<file path="src/rtl/alu_flags.sv">
`timescale 1ns/1ps
module alu_flags #(
  parameter int W = 8
) (
  input  logic         clk,
  input  logic         rst_n,
  input  logic [3:0]   op,
  input  logic [W-1:0] reg_in,
  input  logic [W-1:0] mem_in,
  input  logic         c_in,
  input  logic         n_in,
  input  logic         v_in,
  input  logic         z_in,
  output logic [W-1:0] result,
  output logic         n_out,
  output logic         v_out,
  output logic         z_out,
  output logic         c_out,
  output logic [3:0]   flag_wr
);
  localparam int MSB = W - 1;
  localparam logic [3:0] OP_ADC = 4'd0, OP_SBC = 4'd1, OP_CMP = 4'd2, OP_BIT = 4'd3,
                         OP_AND = 4'd4, OP_ORA = 4'd5, OP_EOR = 4'd6, OP_INC = 4'd7,
                         OP_DEC = 4'd8, OP_ASL = 4'd9, OP_LSR = 4'd10, OP_ROL = 4'd11,
                         OP_ROR = 4'd12;

  logic [W:0] add_s, sub_s, cmp_s;
  assign add_s = {1'b0, reg_in} + {1'b0, mem_in}  + {{W{1'b0}}, c_in};
  assign sub_s = {1'b0, reg_in} + {1'b0, ~mem_in} + {{W{1'b0}}, c_in};
  assign cmp_s = {1'b0, reg_in} + {1'b0, ~mem_in} + {{W{1'b0}}, 1'b1};

  logic [W-1:0] r;
  logic         n, v, z, c;
  logic [3:0]   m;

  always_comb begin
    r = reg_in;
    v = v_in;
    c = c_in;
    m = 4'b0000;
    case (op)
      OP_ADC: begin
        r = add_s[MSB:0];
        c = add_s[W];
        v = (reg_in[MSB] == mem_in[MSB]) && (r[MSB] != reg_in[MSB]);
        m = 4'b1111;
      end
      OP_SBC: begin
        r = sub_s[MSB:0];
        c = sub_s[W];
        v = (reg_in[MSB] ^ mem_in[MSB]) & (reg_in[MSB] ^ r[MSB]);
        m = 4'b1111;
      end
      OP_CMP: begin c = cmp_s[W]; m = 4'b1011; end
      OP_BIT: begin v = mem_in[MSB-1]; m = 4'b1110; end
      OP_AND: begin r = reg_in & mem_in; m = 4'b1010; end
      OP_ORA: begin r = reg_in | mem_in; m = 4'b1010; end
      OP_EOR: begin r = reg_in ^ mem_in; m = 4'b1010; end
      OP_INC: begin r = reg_in + 1'b1; m = 4'b1010; end
      OP_DEC: begin r = reg_in - 1'b1; m = 4'b1010; end
      OP_ASL: begin r = {reg_in[MSB-1:0], 1'b0}; c = reg_in[MSB]; m = 4'b1011; end
      OP_LSR: begin r = {1'b0, reg_in[MSB:1]};   c = reg_in[0];   m = 4'b1011; end
      OP_ROL: begin r = {reg_in[MSB-1:0], c_in}; c = reg_in[MSB]; m = 4'b1011; end
      OP_ROR: begin r = {c_in, reg_in[MSB:1]};   c = reg_in[0];   m = 4'b1011; end
      default: ;
    endcase
    case (op)
      OP_CMP:  begin n = cmp_s[MSB]; z = (cmp_s[MSB:0] == '0); end
      OP_BIT:  begin n = mem_in[MSB]; z = ((reg_in & mem_in) == '0); end
      default: begin n = r[MSB]; z = (r == '0); end
    endcase
  end

  always_ff @(posedge clk or negedge rst_n) begin
    if (!rst_n) begin
      result  <= '0;
      n_out   <= 1'b0;
      v_out   <= 1'b0;
      z_out   <= 1'b0;
      c_out   <= 1'b0;
      flag_wr <= 4'b0000;
    end else begin
      result  <= r;
      n_out   <= m[3] ? n : n_in;
      v_out   <= m[2] ? v : v_in;
      z_out   <= m[1] ? z : z_in;
      c_out   <= m[0] ? c : c_in;
      flag_wr <= m;
    end
  end
endmodule

</file>
<file path="config.mk">
export PLATFORM = sky130hd
export DESIGN_NAME = alu_flags
export DESIGN_NICKNAME = d
export VERILOG_FILES = /design/src/rtl/alu_flags.sv
export SDC_FILE = /design/constraint.sdc
export NUM_CORES = 1
export LEC_CHECK = 0
export CAP_MARGIN = 15
export CORE_ASPECT_RATIO = 1.2
export CORE_MARGIN = 10
export CORE_UTILIZATION = 56
export DETAILED_ROUTE_END_ITERATION = 7
export PLACE_DENSITY = 0.82
export SLEW_MARGIN = 20
export SYNTH_ARGS = -nofsm -noshare
export SYNTH_HDL_FRONTEND = slang
export SYNTH_SLANG_ARGS = --single-unit
</file>
<file path="constraint.sdc">
create_clock -name clk -period 0.8 [get_ports clk]
set_clock_uncertainty 0.15 [all_clocks]
set_input_delay 0.08 -clock clk [delete_from_list [all_inputs] [get_ports clk]]
set_output_delay 0.08 -clock clk [all_outputs]
set_load 0.05 [all_outputs]
</file>
==> results of run 1 <==
per-stage QoR:
stage / hold slack (ps) / cells
after floorplan: -366 / 388
after global placement: 275 / 593
after detailed placement: 278 / 593
synthesized netlist by cell type, drive strengths merged, types with 3 or more instances:
library cell,n,share of area [%]
nand2,23,3.0
o21ai,19,3.3
xnor2,12,3.6
o31ai,3,0.77
o31a,3,0.94
nand2b,10,2.1
dfrtp,15,13
or3,3,0.64
o221ai,6,1.8
nor2,26,3.3
a211oi,4,1.2
mux2i,6,2.1
o211ai,6,1.5
mux2,3,1.2
and3,4,0.90
nand3,9,1.7
a21oi,33,5.6
xor2,5,1.5
o22ai,7,1.5
a32oi,4,1.2
a211o,3,0.90
a31oi,5,1.1
or2,5,1.1
and2,4,0.86
ha,27,12
buf,16,3.1
o21a,4,1.0
nor3,13,2.2
fa,3,2.1
clkbuf,15,3.3
nor2b,8,1.7
nor4,4,1.1
nand4,7,1.5
inv,30,3.9
logic make-up after synthesis:
family	share of synthesized area [%]
compound gates	30.4
buf+inv	10.4
simple gates	23.7
fa+ha+maj	13.6
mux	3.98
xor+xnor	5.09
flops	12.8
==> results.yml, run 1 <==
floorplanning:
  dieWidth_um: 86.0
  num_rows: 28
  start_util_pct: 58.4
  chipHeight_um: 99.2
  floorplan.io_pins: 42
clock_tree:
  post_cts_resize_count: 211
  number_of_buffers_created_by_cts: 3
  cts_num_sinks: 15
  post-cts-setup-buffer-count: 32
  ctsHtreeMaxLevel: 1
  cts.hold.buffers_added: 0
  clock_tree.buffer_depth: 2
  cts.root.buffer_cell: "clkbuf_8"
yosys:
  synth_edf_count: 0
  synthDistinctLibCells: 77
  yosysSeqAreaShare_pct: 12.8
  syn_nets: 444
  postSynthRegisterBits: 15
  syn-cell-area_um2: 2920
  synth-warning-count: 0
  ys_async_sr_fraction_pct: 100
  syn-instance-count: 388
  synthesis.area_per_instance_um2: 7.54
  ys_dominant_reg_cell: "dfrtp_1"
run_status:
  status: "aborted with a tool error"
  last-stage-reached: "clock tree synthesis (4_1_cts)"
  toolErrorMsg: "[ERROR DPL-0038] Utilization greater than 100%, impossible to legalize"
place:
  place.gp.congestion: 1.06
  number_of_buffer_cells_added_on_primary_ports: 41
  total_half_perimeter_wirelength_after_legalization_and_detailed_placement_um: 11200
  dp_slack_ps: -2760
  dpl_cell_area_um2: 4640
==> run 2: changes to the inputs <==
- CORE_ASPECT_RATIO: 1.2 -> unset
- CORE_UTILIZATION: 56 -> 40
- PLACE_DENSITY: 0.82 -> unset
- PLACE_DENSITY_LB_ADDON: unset -> 0.15
==> results.yml, run 2 <==
timing:
  final.min_clock_period_ps: 2650
  slew-limit-headroom_pct: 65.4
  setup-violations-final: 31
  layout_setup_ws_ps: -1850
  setup_tns_ps: -22890
  rsz_0062_raised_after_global_routing: "true"
  slew_viol_final: 0
  max_freq_mhz: 377
  fin_crit_sh_pct: 331
  max_slew.worst_pin.slew_ps: 514
  final-hold-violation-count: 0
floorplanning:
  core_box_area_um2: 7180
  floorplan.io_pins: 42
  start_util_pct: 40.7
  floorplan.die_area_um2: 11100
  num_rows: 31
  chipHeight_um: 106
  dieWidth_um: 106
yosys:
  synth-warning-count: 0
  postSynthRegisterBits: 15
  synth.most_common_cell: "a21oi_1"
  yosys-top-cells-area: "dfrtp_1 13%, ha_1 12%, a21oi_1 5.6%, inv_1 3.7%, xnor2_1 3.6%"
  ys_top_cells_by_count: "33 x a21oi_1, 29 x inv_1, 27 x ha_1"
  synth_xor_xnor_area_share_pct: 5.09
  simple_logic_cell_fraction_of_the_synthesized_area_pct: 23.7
  syn-instance-count: 388
  synth_edf_count: 0
  synth.mux.area_fraction_pct: 3.98
  synth_compound_area_share_pct: 30.4
  syn-cell-area_um2: 2920
  synth_top_area_share_pct: 12.8
  synthesis.area_per_instance_um2: 7.54
  yosysTopAreaCell: "dfrtp_1"
  largest_family_of_logic_cells_by_synthesized_area: "compound AO/OA/AOI/OAI gates"
  synthDistinctLibCells: 77
  synth-adder-area-share_pct: 13.6
  syn_nets: 444
  ys_async_sr_fraction_pct: 100
  ys_dominant_reg_cell: "dfrtp_1"
  yosysSeqAreaShare_pct: 12.8
routing:
  avgRoutedWirePerCell_um: 21.9
  first_drt_pass_iteration_count: 8
  num_vias: 4188
  dr.first_iter.drc_count: 507
  detail_route.drc_violations: 1
  via_to_cell_ratio: 6.10
  routed_wl_um: 15100
  antenna_violating_nets_post_route: 0
clock_tree:
  tritoncts_clock_tree: "done"
  ctsHtreeMaxLevel: 1
  clock_tree.buffer_depth: 2
  number_of_buffers_created_by_cts: 3
  cts.root.buffer_cell: "clkbuf_8"
  path_clk_slew_ps: 60
  cts_num_sinks: 15
cells_and_area:
  largest-register: "result"
  drive_gt1_share_pct: 60.7
  layout.nets: 645
  fill_cells: 440
  final_design_area_no_fill_um2: 5820
  most-common-layout-cells: "149 x buf_4, 27 x buf_6, 26 x a21oi_1"
  top_registers: "result x8, flag_wr x3"
  layout-area-overhead-vs-synth_pct: 98.9
  final_common_cell: "buf_4"
  largest_register_ffs: 8
  diodes: 0
critical_path:
  setup.worst_path.class: "in2reg"
  timing.critical_path.fanout_max: 3
  critPathCaptureType: "flop"
  worst_ep_arrival_time_ps: 2670
  cp.required_ps: 820
  timing.critical_path.from: "c_in"
  crit_path_start_kind: "input port"
grt:
  grt_first_pass_wirelength_um: 22100
  grtUsageTotal_pct: 24.7
  grt_antenna_before_repair: 0
  grt_pass1_vias: 4214
  grt_max_degree: 22
  globalRoute.totalOverflow: 0
pwr:
  power.leakage_nw: 2.54
  worst_ir_drop_vdd_uv: 526
  power_density_nw_per_um2: 1060
run_status:
  violations: "DRC, setup timing"
  status: "finished, violations left"
place:
  place.gp.congestion: 0.962
  total_half_perimeter_wirelength_after_legalization_and_detailed_placement_um: 9690
  dp_slack_ps: -2590
  number_of_buffer_cells_added_on_primary_ports: 41
  dpl_cell_area_um2: 4750
hold_path:
  hold_path_class: "in2async"
job:
  drv_cap: 0
run 2: worst paths after layout:
check,endpoint,slack (ps),cells past startpoint
max,z_out$_DFF_PN0_,-1850,12
min,result[1]$_DFF_PN0_,20,2
max in group asynchronous,v_out$_DFF_PN0_,350,2
min in group clk,c_out$_DFF_PN0_,100,3
run 2: repair_timing:
item                                    4_1_cts  5_1_grt
endpoints found under the setup margin       31       31
pin swaps                                    53       37
resized for setup                           178       32
setup buffers                                39        9
gates cloned                                  4        0
hold buffers                                  0        0
run 2: kinds of logic after synthesis:
family | after synthesis
AOI/OAI and AO/OA | 127
xor gates and xnor gates | 17
adders and majority gates | 30
buffers and inverters | 62
DFF | 15
muxes | 10
and+or+nand+nor | 127
run 2: where the power goes:
part / total (mW) / leakage, nW / internal (mW) / switching (mW)
Sequential: 0.951 / 0.164 / 0.870 / 0.0806
Clock: 0.599 / 0.0255 / 0.344 / 0.255
Combinational: 4.59 / 2.35 / 2.34 / 2.25
Total: 6.14 / 2.54 / 3.55 / 2.59
run 2: layout make-up:
| cell class | count | area [um2] | share of cell area, % |
|---|---|---|---|
| Tap cell | 99 | 124 | 2.13 |
| Clock buffer | 3 | 41.3 | 0.710 |
| Clock inverter | 1 | 5.00 | 0.0860 |
| Sequential cell | 15 | 393 | 6.75 |
| Inverter | 31 | 143 | 2.45 |
| Timing Repair Buffer | 227 | 2220 | 38.1 |
| Multi-Input combinational cell | 311 | 2900 | 49.8 |
run 2: routing by layer:
metal	vias to the layer above	global-route usage (%)	part of all wire, %
met2	315	41.4	46
met1	1930	29.2	36
li1	1836	-	-
met3	107	3.84	11
met4	0	14.3	7.2
met5	-	0	0
run 2: critical path, stage by stage:
cell and delay (ps):
buf_8 80, inv_4 30, fa_2 390, fa_2 390, nor2b_4 130, o31a_1 200, mux2i_1 230, nand4_1 150
or3_1 410, a32oi_2 250, a41oi_2 150, nor3_2 180
run 2: per-stage QoR:
step | hold WS, ps | utilization [%] | power [mW] | instances
final | 20.4 | 81.1 | 6.14 | 687
after detailed placement | 279 | 66.2 | 4.50 | 639
after CTS | 22.5 | 78.1 | 5.74 | 682
after global routing | 26.1 | 81.1 | 6.39 | 687
after floorplan | -366 | - | 2.86 | 388
after global placement | 278 | 66.2 | 4.45 | 639
(Power assumes the default switching activity.)
